$ cat src/rtl/pse_evt_pkg.sv
package pse_evt_pkg;
  localparam int EVT_W = 7;

  localparam int B_AC_MPS  = 0;
  localparam int B_DC_MPS  = 1;
  localparam int B_OVL     = 2;
  localparam int B_SHORT   = 3;
  localparam int B_INV_SIG = 4;
  localparam int B_VLD_SIG = 5;
  localparam int B_PWR_DEN = 6;

  localparam int C_SRST = 0;
  localparam int C_ALTB = 1;
  localparam int C_ICO  = 2;
  localparam int C_SPM  = 3;
endpackage

$ cat src/rtl/pse_evt_glb.sv
module pse_evt_glb
  import pse_evt_pkg::*;
#(
  parameter int N_PORTS   = 8,
  parameter int DW        = 8,
  parameter int AW        = 8,
  parameter logic [AW-1:0] ADDR_CFG  = 8'h40,
  parameter logic [AW-1:0] ADDR_MASK = 8'h41,
  parameter logic [AW-1:0] ADDR_HOLD = 8'h42
) (
  input  logic               clk_i,
  input  logic               rst_ni,
  input  logic [AW-1:0]      addr_i,
  input  logic               wr_i,
  input  logic [DW-1:0]      wdata_i,
  input  logic               ico_pin_i,
  input  logic               altb_pin_i,
  output logic [DW-1:0]      rdata_o,
  output logic [EVT_W-1:0]   mask_o,
  output logic [N_PORTS-1:0] hold_o,
  output logic [N_PORTS-1:0] hold_clr_o,
  output logic               srst_o,
  output logic               ico_o,
  output logic               altb_o,
  output logic               spm_o
);
  logic              spm_q, ico_q, altb_q, srst_q, init_q;
  logic [DW-1:0]     mask_q;
  logic [N_PORTS-1:0] hold_q;
  logic wr_cfg, wr_mask, wr_hold;

  assign wr_cfg  = wr_i && (addr_i == ADDR_CFG);
  assign wr_mask = wr_i && (addr_i == ADDR_MASK);
  assign wr_hold = wr_i && (addr_i == ADDR_HOLD);

  always_ff @(posedge clk_i or negedge rst_ni) begin
    if (!rst_ni) begin
      spm_q  <= 1'b1;
      ico_q  <= 1'b0;
      altb_q <= 1'b0;
      srst_q <= 1'b0;
      init_q <= 1'b0;
      mask_q <= '0;
      hold_q <= '0;
    end else if (srst_q) begin
      spm_q  <= 1'b1;
      ico_q  <= 1'b0;
      altb_q <= 1'b0;
      srst_q <= 1'b0;
      init_q <= 1'b0;
      mask_q <= '0;
      hold_q <= '0;
    end else begin
      // strap pins load on the first cycle after any reset
      if (!init_q) begin
        init_q <= 1'b1;
        ico_q  <= ico_pin_i;
        altb_q <= altb_pin_i;
      end else if (wr_cfg) begin
        spm_q  <= wdata_i[C_SPM];
        ico_q  <= wdata_i[C_ICO];
        altb_q <= wdata_i[C_ALTB];
        srst_q <= wdata_i[C_SRST];
      end
      if (wr_mask) mask_q <= wdata_i;
      if (wr_hold) hold_q <= wdata_i[N_PORTS-1:0];
    end
  end

  assign hold_clr_o = wr_hold ? ~wdata_i[N_PORTS-1:0] : '0;

  always_comb begin
    rdata_o = '0;
    if (addr_i == ADDR_CFG) begin
      rdata_o[C_SPM]  = spm_q;
      rdata_o[C_ICO]  = ico_q;
      rdata_o[C_ALTB] = altb_q;
      rdata_o[C_SRST] = srst_q;
    end else if (addr_i == ADDR_MASK) begin
      rdata_o = {1'b0, mask_q[DW-2:0]} | {mask_q[DW-1], {(DW-1){1'b0}}};
    end else if (addr_i == ADDR_HOLD) begin
      rdata_o[N_PORTS-1:0] = hold_q;
    end
  end

  assign mask_o = mask_q[EVT_W-1:0];
  assign hold_o = hold_q;
  assign srst_o = srst_q;
  assign ico_o  = ico_q;
  assign altb_o = altb_q;
  assign spm_o  = spm_q;
endmodule

$ cat src/rtl/pse_evt_port.sv
module pse_evt_port
  import pse_evt_pkg::*;
#(
  parameter int BACKOFF_CYC = 16
) (
  input  logic             clk_i,
  input  logic             rst_ni,
  input  logic             srst_i,
  input  logic [EVT_W-1:0] evt_i,
  input  logic [EVT_W-1:0] mask_i,
  input  logic             hold_i,
  input  logic             hold_clr_i,
  input  logic             rd_clr_i,
  input  logic             altb_i,
  output logic [EVT_W-1:0] evq_o,
  output logic             pend_o,
  output logic             det_en_o
);
  localparam int CNT_W = $clog2(BACKOFF_CYC + 1);

  logic [EVT_W-1:0] evq_q;
  logic             frz_q;
  logic [CNT_W-1:0] bo_q;
  logic             unmasked;

  assign unmasked = |(evt_i & ~mask_i);

  always_ff @(posedge clk_i or negedge rst_ni) begin
    if (!rst_ni) begin
      evq_q <= '0;
      frz_q <= 1'b0;
      bo_q  <= '0;
    end else if (srst_i) begin
      evq_q <= '0;
      frz_q <= 1'b0;
      bo_q  <= '0;
    end else begin
      // a pulse coincident with the clearing read survives
      evq_q <= (rd_clr_i ? '0 : evq_q) | evt_i;
      if (hold_i && unmasked) frz_q <= 1'b1;
      else if (hold_clr_i)    frz_q <= 1'b0;
      if (altb_i && evt_i[B_INV_SIG]) bo_q <= CNT_W'(BACKOFF_CYC);
      else if (bo_q != '0)            bo_q <= bo_q - 1'b1;
    end
  end

  assign evq_o    = evq_q;
  assign pend_o   = |(evq_q & ~mask_i);
  assign det_en_o = !frz_q && (bo_q == '0);
endmodule

$ cat src/rtl/pse_evt_bank.sv
module pse_evt_bank
  import pse_evt_pkg::*;
#(
  parameter int N_PORTS     = 8,
  parameter int DW          = 8,
  parameter int AW          = 8,
  parameter int CLS_W       = 3,
  parameter int BACKOFF_CYC = 16,
  parameter logic [AW-1:0] EVT_BASE   = 8'h07,
  parameter int            EVT_STRIDE = 8,
  parameter logic [AW-1:0] ADDR_CFG   = 8'h40,
  parameter logic [AW-1:0] ADDR_MASK  = 8'h41,
  parameter logic [AW-1:0] ADDR_HOLD  = 8'h42
) (
  input  logic                     clk_i,
  input  logic                     rst_ni,
  input  logic [AW-1:0]            addr_i,
  input  logic                     rd_i,
  input  logic                     wr_i,
  input  logic [DW-1:0]            wdata_i,
  output logic [DW-1:0]            rdata_o,
  input  logic [N_PORTS*EVT_W-1:0] evt_i,
  input  logic [N_PORTS*CLS_W-1:0] cls_i,
  input  logic                     ico_pin_i,
  input  logic                     altb_pin_i,
  output logic                     irq_no,
  output logic [N_PORTS-1:0]       det_en_o,
  output logic [N_PORTS*CLS_W-1:0] ovl_cls_o,
  output logic                     spm_en_o
);
  logic [N_PORTS*EVT_W-1:0] evq_all;
  logic [N_PORTS-1:0]       pend, port_sel, hold_q, hold_clr;
  logic [EVT_W-1:0]         mask_q;
  logic [DW-1:0]            glb_rdata;
  logic                     srst_q, ico_q, altb_q;

  pse_evt_glb #(
    .N_PORTS(N_PORTS), .DW(DW), .AW(AW),
    .ADDR_CFG(ADDR_CFG), .ADDR_MASK(ADDR_MASK), .ADDR_HOLD(ADDR_HOLD)
  ) u_glb (
    .clk_i      (clk_i),
    .rst_ni     (rst_ni),
    .addr_i     (addr_i),
    .wr_i       (wr_i),
    .wdata_i    (wdata_i),
    .ico_pin_i  (ico_pin_i),
    .altb_pin_i (altb_pin_i),
    .rdata_o    (glb_rdata),
    .mask_o     (mask_q),
    .hold_o     (hold_q),
    .hold_clr_o (hold_clr),
    .srst_o     (srst_q),
    .ico_o      (ico_q),
    .altb_o     (altb_q),
    .spm_o      (spm_en_o)
  );

  for (genvar n = 0; n < N_PORTS; n++) begin : g_port
    assign port_sel[n] = (addr_i == AW'(int'(EVT_BASE) + EVT_STRIDE * n));

    pse_evt_port #(.BACKOFF_CYC(BACKOFF_CYC)) u_port (
      .clk_i      (clk_i),
      .rst_ni     (rst_ni),
      .srst_i     (srst_q),
      .evt_i      (evt_i[n*EVT_W +: EVT_W]),
      .mask_i     (mask_q),
      .hold_i     (hold_q[n]),
      .hold_clr_i (hold_clr[n]),
      .rd_clr_i   (rd_i && port_sel[n]),
      .altb_i     (altb_q),
      .evq_o      (evq_all[n*EVT_W +: EVT_W]),
      .pend_o     (pend[n]),
      .det_en_o   (det_en_o[n])
    );

    assign ovl_cls_o[n*CLS_W +: CLS_W] = ico_q ? '0 : cls_i[n*CLS_W +: CLS_W];
  end

  always_comb begin
    rdata_o = glb_rdata;
    for (int n = 0; n < N_PORTS; n++) begin
      if (port_sel[n]) rdata_o = {{(DW-EVT_W){1'b0}}, evq_all[n*EVT_W +: EVT_W]};
    end
  end

  assign irq_no = ~|pend;
endmodule

$ cat config.mk
export PLATFORM = sky130hd
export DESIGN_NAME = pse_evt_bank
export DESIGN_NICKNAME = d
export VERILOG_FILES = /design/src/rtl/pse_evt_pkg.sv /design/src/rtl/pse_evt_glb.sv /design/src/rtl/pse_evt_port.sv /design/src/rtl/pse_evt_bank.sv
export SDC_FILE = /design/constraint.sdc
export NUM_CORES = 1
export LEC_CHECK = 0
export BUFFER_PORTS_ARGS = -buffer_cell sky130_fd_sc_hd__buf_2
export CORE_UTILIZATION = 24
export DETAILED_ROUTE_END_ITERATION = 16
export HOLD_SLACK_MARGIN = 0.08
export SYNTH_ARGS = -nofsm -noshare
export SYNTH_HDL_FRONTEND = slang
export SYNTH_HIERARCHICAL = 1
export SYNTH_SLANG_ARGS = --single-unit
$ cat constraint.sdc
create_clock -name clk_i -period 2.2 [get_ports clk_i]
set_input_delay 0.33 -clock clk_i [delete_from_list [all_inputs] [get_ports clk_i]]
set_output_delay 0.33 -clock clk_i [all_outputs]
set_load 0.02 [all_outputs]
After elaboration in Yosys (flattened, before gate mapping)

Cells that the tools add are included.
W data, S select, Z words.

$add $sub $neg: 8
Equal/unequal tests: 12
Multiplexer cells: 102
Bitwise logic cells: 27
Reductions and logical operators: 90

Operators by type and width:

| cell                  | count |
|---|---|
| $mux W5               | 24 |
| $mux W8               | 15 |
| $and A7 B7 Y7         | 16 |
| $mux W7               | 16 |
| $or A7 B7 Y7          | 8 |
| $reduce_or A56 Y1     | 1 |
| $reduce_or A7 Y1      | 8 |
| $reduce_bool A3 Y1    | 16 |
| $logic_not A5 Y1      | 8 |
| $reduce_bool A5 Y1    | 8 |
| $sub A5 B1 Y5 const B | 8 |
| $mux W1               | 37 |
| $logic_and A1 B1 Y1   | 35 |
| $eq A8 B6 Y1 const B  | 4 |
| $eq A8 B7 Y1 const B  | 3 |
| $mux W3               | 8 |
| $eq A8 B5 Y1 const B  | 2 |
| $logic_not A1 Y1      | 9 |
| $eq A8 B3 Y1 const B  | 1 |
| $eq A8 B4 Y1 const B  | 1 |
| $mux W4               | 2 |
| $not A8 Y8            | 1 |
| $or A7 B8 Y8          | 1 |
| $reduce_bool A2 Y1    | 4 |
| 3 further kinds       | 3 |

Register bits: 125
Input bits: 102
Logic and storage cells: 270

Depth between registers and ports, before layout

Gate-level depths: netlist of run 1.

Depth in word-level cells: 12
Gate-level depth with buffers: 8
Depth with buffers taken out: 6

Hierarchy

The synthesis of run 1 kept the hierarchy.

Modules (own cells, without submodules):

| module       | instances | cells each | area each (µm²) | sequential area each (µm²) |
|---|---|---|---|---|
| pse_evt_port | 8         | 71         | 645.6           | 325.3 |
| pse_evt_glb  | 1         | 138        | 1262.5          | 526.8 |
| pse_evt_bank | 1         | 149        | 992.2           | 0.0 |

Least setup slack after synthesis of run 1

OpenSTA, ideal clock, no wires.

Path kind: register to output
From: register u_glb.mask_q[0]
To: output port irq_no
Data arrival time: 1827 ps
Setup slack: 43 ps
Stages on the path, launching flop included: 7
Path buffers: 1
Cell sequence: dfrtp_1 > buf_4 > inv_1 > a222oi_1 > o2111ai_1 > or4_1 > nor2_1

Word-level cells in the longest chain between the ends: 4
Elaborated cells between the ends (all ways): 11
Those cells by class: 9 x bitwise; 2 x reduce/logical

Ends and longest elaborated chain:

| item                   | RTL line           | source |
|---|---|---|
| from (decl)            | pse_evt_glb.sv:28  | `logic [DW-1:0] mask_q;` |
| from (signal assigned) | pse_evt_glb.sv:65  | `if (wr_mask) mask_q <= wdata_i;` |
| $not A7 Y7 (*)         | pse_evt_port.sv:48 | `assign pend_o = \|(evq_q & ~mask_i);` |
| $and A7 B7 Y7          | pse_evt_port.sv:48 |  |
| $reduce_or A56 Y1 (*)  | pse_evt_bank.sv:86 | `assign irq_no = ~\|pend;` |
| $logic_not A1 Y1 (*)   | pse_evt_bank.sv:86 |  |
| to (decl)              | pse_evt_bank.sv:26 | `output logic irq_no,` |

Mark *: on every way between the ends. The rest lies on a longest branch, timed or not.

Final worst setup path of run 1

From: register u_glb.mask_q[6]
To: output port irq_no

Same word-level chain as after synthesis.

==> flow_metrics.py, run 1 <==
metrics = {
    "drt": {
        "vias": 7337,
        "drc": 0,
        "vias_per_cell": 4.85,
        "drt.antenna.violating_nets": 0,
        "wirelength_um": 26200,
        "wl_per_cell_um": 17.3,
        "dr.pass1.iters": 5,
        "drt_iter0_markers": 520,
    },
    "die": {
        "ios": 144,
        "start_util_pct": 24.3,
        "fp.dieW_um": 178,
        "core_area_mm2": 0.0305,
        "std_cell_rows": 64,
        "die_area_mm2": 0.0316,
        "die_y_um": 178,
    },
    "placed_design": {
        "dp_hpwl_um": 19900,
        "placed_area_mm2": 0.00924,
        "port_buffers": 143,
        "gp_congestion": 0.915,
    },
    "grt": {
        "grt_use_total_pct": 17.0,
        "antenna_found_initial": 3,
        "grt_pass1_wl_um": 40200,
        "grt-ovfl-total": 0,
        "grt_max_degree": 48,
        "grt_pass1_vias": 7195,
    },
    "timing": {
        "rsz0062_at_grt": "true",
        "fmax_mhz": 377,
        "fin_skew_ps": 5.76,
        "maxSlewHeadroom_pct": 59.7,
        "hold_viol_final": 0,
        "finalCritPeriodShare_pct": 121,
        "fin_setup_tns_ps": -1160,
        "period_needed_ps": 2650,
        "worstMarginPinSlew_ps": 589,
        "final_max_slew_viol_count": 0,
        "layout_setup_ws_ps": -452,
        "setup_viol_count_final": 7,
    },
    "clocking": {
        "insertion_delay_ps": 420,
        "cts_tree": "built",
        "clk_pin_slew_worst_paths_ps": 60,
        "cts_buffer_depth": 2,
        "h-tree-depth": 4,
        "root_buffer": "clkbuf_16",
        "cts_sinks": 125,
        "cts_buffers": 17,
    },
    "run_status": {
        "status": "finished, violations left",
        "violations": "negative setup slack",
    },
    "worst_setup_path": {
        "timing.reg2reg.setup_slack_ps": 460,
        "reg2reg_depth": 4,
        "crit_type": "flip-flop to output port",
        "required_ps": 1870,
        "worst_setup_path_start_kind": "flip-flop",
        "crit_path_cell_trace": "inv_1 -> a222oi_1 -> o2111ai_1 -> or4_4 -> nor2_4 -> buf_6",
        "critical_path.max_stage_delay_ps": 600,
        "slowest_stage": "or4_4",
        "r2r-end": "g_port[2].u_port/bo_q[0]$_DFFE_PN0P_",
        "worstPathArrival_ps": 2320,
        "r2r_start": "u_glb/srst_o$_DFF_PN0_",
        "path_max_fanout": 4,
        "endpoint_kind": "output port",
    },
    "finish": {
        "layout-drive-gt1-share_pct": 33.1,
        "num-fill-cells": 3116,
        "nets": 1211,
        "final_area_mm2": 0.0103,
        "area_growth_pct": 39.5,
    },
    "hold_path": {
        "whs_path_depth": 3,
        "hold_path_end": "g_port[7].u_port/evq_o[3]$_DFF_PN0_",
        "min-delay-path-class": "primary input to flip-flop",
        "hp-start": "evt_i[52]",
    },
    "synthesis": {
        "async_flop_share_pct": 100,
        "synthesis.nets": 965,
        "syn_avg_cell_area_um2": 8.68,
        "synth-edff-count": 0,
        "ys.flop_type": "dfrtp_1",
        "synth_top_cells_by_area": "dfrtp_1 42%, a21oi_1 6.7%, nor2_1 5.6%",
        "synth_cells": 855,
        "ys_ff_latch": 125,
        "yosysSeqAreaShare_pct": 42.2,
        "yosysWarnings": 6,
        "yosysUniqueCellTypes": 58,
        "netlist_area_mm2": 0.00742,
        "synth_top_cell_by_area": "dfrtp_1",
        "netlist.area_leader.share_pct": 41.8,
    },
    "job": {
        "maxCapViolations": 0,
    },
    "power_and_ir_drop": {
        "peakVddDrop_v": 0.000430,
        "p_leak_uw": 0.00483,
        "p_per_area_mw_per_mm2": 840,
    },
}
==> layer usage <==
metal	GRT usage, %	part of all wire [%]	vias up
li1	-	-	3470
met1	22.4	44	3602
met2	26.3	46	228
met3	4.28	6.6	37
met4	7.41	2.9	0
met5	0	0	-
==> through the flow <==
stage / power, µW / instances / setup WS (ps) / hold slack, ps / utilization (%)
after floorplan: 4610 / 855 / 42.6 / 34.4 / -
after global placement: 5250 / 1453 / -255 / 223 / 30.3
after detailed placement: 5360 / 1453 / -253 / 227 / 30.3
after CTS: 8560 / 1500 / -479 / 115 / 33.4
after global routing: 9220 / 1512 / -563 / 135 / 33.9
final: 8690 / 1513 / -452 / 136 / 33.9
==> placed cells by master, fill, tap and decap left out, drive strengths merged, types with 6 or more instances in the layout <==
cell type / count
o211ai: 12
clkbuf: 18
ha: 8
mux2i: 33
a311oi: 8
xnor2: 8
or4b: 8
nor2: 111
nor2b: 63
o31ai: 10
o2111ai: 8
nand3b: 10
nor3: 12
inv: 98
nand2: 55
a222oi: 8
a21oi: 99
buf: 270
dfrtp: 124
clkinv: 8
a2111oi: 9
o21ai: 7
a211oi: 9
o22ai: 6
a22oi: 21
nand2b: 30
==> how the worst max path moves through the flow <==
stage | from | end | slack [ps] | cells past startpoint
after floorplan | u_glb/mask_q[0]$_DFFE_PN0P_ | irq_no | 40 | 6
after global placement | addr_i[4] | rdata_o[0] | -260 | 9
after detailed placement | addr_i[4] | rdata_o[0] | -250 | 9
after CTS | u_glb/mask_q[0]$_DFFE_PN0P_ | irq_no | -480 | 7
after global routing | u_glb/mask_q[0]$_DFFE_PN0P_ | irq_no | -560 | 7
final | u_glb/mask_q[6]$_DFFE_PN0P_ | irq_no | -450 | 6
==> logic make-up after synthesis <==
kind of cell	Yosys count	synth area share [%]
adders and majority gates	8	1.35
muxes	34	4.76
xor gates and xnor gates	8	0.944
DFF	125	42.2
AOI/OAI and AO/OA	218	20.2
and+or+nand+nor	320	22.5
buffers and inverters	142	8.11
==> cell type report <==
class	instances	area [µm²]	area share, %
diodes	3	7.51	0.0725
clock buffers	18	439	4.24
clock inverters	14	194	1.87
inverters	98	368	3.55
multi-input cells	588	3880	37.5
flip-flops and latches	125	3130	30.3
well taps	396	495	4.79
repair buffers	271	1830	17.7
==> synthesized netlist by cell type (4+ instances only) <==
master       n
a221o_1      5
nor2_1     111
o21ai_0      7
a311oi_1     8
xnor2_1      8
a222oi_1     8
or2_2        4
nor4_1       4
o22ai_1      6
inv_1       97
nor3_1      12
nand2b_1    30
dfrtp_1    124
a2111oi_0    9
o31ai_1     10
a211oi_2     8
mux2i_1     33
clkbuf_1    19
or4b_1       8
nor2b_1     63
buf_4        8
a22o_1       5
nand3b_1    10
o2111ai_1    8
a21oi_1     99
o211ai_1    12
buf_2       13
ha_1         8
nand2_1     55
a22oi_1     21
==> flip-flops by register name, indices dropped and copies added (netlist names), 8 cells and up <==
| register | count |
|---|---|
| g_port.u_port/frz_q | 8 |
| g_port.u_port/evq_o | 56 |
| u_glb/hold_o | 8 |
| g_port.u_port/bo_q | 40 |
| u_glb/mask_q | 8 |
==> worst max-delay path, delay by kind of cell (launching register included) <==
| family | cells | cell delay [ps] |
|---|---|---|
| buffers and inverters | 2 | 220 |
| AOI/OAI and AO/OA | 2 | 510 |
| DFF | 1 | 430 |
| and+or+nand+nor | 2 | 750 |
==> report_power, final <==
| part | internal [µW] | total (µW) | leakage (µW) | switching [µW] |
|---|---|---|---|---|
| clock | 1930 | 3010 | 0.000306 | 1080 |
| sequential | 2700 | 3060 | 0.00125 | 360 |
| combinational | 1340 | 2630 | 0.00327 | 1290 |
==> repair_timing <==
item	CTS	global route
setup buffers	15	10
endpoints found under the hold margin	17	0
hold buffers	1	0
pin swaps	23	19
setup endpoints to repair	16	16
gates cloned	0	0
resized for setup	59	23
No activity file was read; power rests on OpenSTA's default activity.
==> run 2: changes to the inputs <==
--- a/config.mk
+++ b/config.mk
@@ -6,8 +6,11 @@
 export NUM_CORES = 1
 export LEC_CHECK = 0
 export BUFFER_PORTS_ARGS = -buffer_cell sky130_fd_sc_hd__buf_2
+export CORE_MARGIN = 2
 export CORE_UTILIZATION = 24
+export CTS_CLUSTER_DIAMETER = 80
 export DETAILED_ROUTE_END_ITERATION = 16
+export GPL_TIMING_DRIVEN = 0
 export HOLD_SLACK_MARGIN = 0.08
 export SYNTH_ARGS = -nofsm -noshare
 export SYNTH_HDL_FRONTEND = slang
==> flow_metrics.py, run 2 (synthesis gave the netlist of run 1 again) <==
metrics = {
    "worst_setup_path": {
        "cp_common_cell": "buf_6",
        "critPathLaunch": "u_glb/mask_q[6]$_DFFE_PN0P_",
        "crit_type": "flip-flop to output port",
        "worst_setup_path_start_kind": "flip-flop",
        "endpoint_kind": "output port",
        "r2r_start": "u_glb/mask_q[0]$_DFFE_PN0P_",
        "required_ps": 1870,
        "slowest_stage": "or4_4",
        "path_max_fanout": 8,
        "crit_path_cell_trace": "buf_6 -> inv_1 -> a222oi_1 -> o2111ai_1 -> or4_4 -> nor2_4 -> buf_6",
        "critical_path.max_stage_delay_ps": 550,
        "worstPathArrival_ps": 2480,
    },
    "placed_design": {
        "gp_congestion": 0.913,
        "dp_hpwl_um": 19100,
        "place_ws_ps": -634,
        "port_buffers": 143,
        "dp.cells": 1395,
    },
    "clocking": {
        "cts_buffer_depth": 2,
        "cts_sinks": 125,
        "cts_tree": "built",
        "clk_pin_slew_worst_paths_ps": 60,
        "root_buffer": "clkbuf_16",
        "insertion_delay_ps": 430,
        "cts_buffers": 17,
        "h-tree-depth": 4,
    },
    "grt": {
        "grt-ovfl-total": 0,
        "grt_max_degree": 66,
        "grt_pass1_wl_um": 39900,
        "grt_pass1_vias": 7007,
        "grt_use_total_pct": 15.9,
        "antenna_found_initial": 2,
    },
    "drt": {
        "drc": 0,
        "vias_per_cell": 4.90,
        "dr.pass1.iters": 5,
        "vias": 7269,
        "wirelength_um": 26400,
        "drt_iter0_markers": 534,
        "drt.antenna.violating_nets": 0,
        "wl_per_cell_um": 17.8,
    },
    "die": {
        "die_area_mm2": 0.0323,
        "ios": 144,
        "core_area_mm2": 0.0305,
        "std_cell_rows": 64,
        "fp.dieW_um": 180,
        "die_y_um": 180,
        "start_util_pct": 24.3,
    },
    "timing": {
        "period_needed_ps": 2810,
        "maxSlewHeadroom_pct": 52.5,
        "finalCritPeriodShare_pct": 128,
        "final_max_slew_viol_count": 0,
        "hold_viol_final": 0,
        "worstMarginPinSlew_ps": 695,
        "layout_setup_ws_ps": -612,
        "fin_skew_ps": 16.6,
        "fmax_mhz": 356,
        "setup_viol_count_final": 7,
        "rsz0062_at_grt": "true",
    },
    "hold_path": {
        "hp-start": "evt_i[10]",
        "min-delay-path-class": "primary input to flip-flop",
    },
    "finish": {
        "n_antenna_cell": 0,
        "mostFrequentLayoutCells": "128 x buf_2, 119 x dfrtp_1, 102 x nor2_1",
        "layout-drive-gt1-share_pct": 30.7,
        "finalNonFillerCells": 1483,
        "area_growth_pct": 36.8,
        "nets": 1184,
        "utilization_pct": 33.3,
        "largest_reg_flops": 56,
        "mostFrequentLayoutCell": "buf_2",
    },
    "power_and_ir_drop": {
        "p_per_area_mw_per_mm2": 877,
        "p_leak_uw": 0.00462,
        "peakVddDrop_v": 0.000502,
    },
    "run_status": {
        "status": "finished, violations left",
        "violations": "negative setup slack",
    },
    "job": {
        "maxCapViolations": 0,
    },
}
[run 2: final cells by class]
class / count / area, µm²
multi-input combinational: 588 / 3940
clock inverter: 13 / 168
timing repair buffer: 207 / 1360
sequential: 125 / 3140
buffer: 37 / 244
fill: 3165 / 20400
inverter: 98 / 368
clock buffer: 19 / 443
tap: 396 / 495
[run 2: final timing paths]
kind	cells past startpoint	slack (ps)	to
max	7	-610	irq_no
min	3	130	g_port[1].u_port/evq_o[3]$_DFF_PN0_
max reg2reg	7	390	g_port[0].u_port/frz_q$_DFFE_PN0P_
min reg2reg	2	540	g_port[6].u_port/evq_o[3]$_DFF_PN0_
max in group asynchronous	3	990	g_port[5].u_port/evq_o[2]$_DFF_PN0_
min in group asynchronous	2	460	g_port[0].u_port/bo_q[2]$_DFFE_PN0P_
[run 2: per-layer routing]
metal  global-route usage [%]  vias to the layer above  wire [µm]
met5                        0                        -         13
met4                     6.41                        2        853
met1                     21.4                     3554      11800
met2                     24.5                      250      12000
li1                         -                     3416          -
met3                     3.83                       47       1700
[run 2: what timing repair did]
| item | 4_1_cts | 5_1_grt |
|---|---|---|
| gates resized for setup | 100 | 32 |
| buffers inserted | 45 | 16 |
| gates cloned | 1 | 0 |
| hold buffers | 1 | 0 |
| endpoints found under the hold margin | 59 | 0 |
| endpoints found under the setup margin | 17 | 16 |
| pin swaps | 23 | 24 |
[run 2: stage by stage]
| stage | power [µW] | hold slack, ps | instance area (µm²) | setup TNS [ps] |
|---|---|---|---|---|
| floorplan | 4610 | 34.4 | 7420 | 0 |
| global placement | 5150 | 522 | 8630 | -127860 |
| detailed placement | 5250 | 368 | 8660 | -4350 |
| CTS | 8760 | 121 | 9980 | -1570 |
| global route | 9420 | 139 | 10200 | -1710 |
| finish | 8900 | 130 | 10200 | -1300 |
[run 2: report_power, final]
group | switching, µW | total, µW | internal [µW]
Clock | 1100 | 2910 | 1820
Combinational | 1410 | 2950 | 1530
Sequential | 337 | 3040 | 2700
[run 2: critical path: cells and delay by family, from the launching register on]
kind,cells,cell delay (ps)
AOI/OAI and AO/OA,2,540
and+or+nand+nor,2,710
buffers and inverters,3,400
DFF,1,400
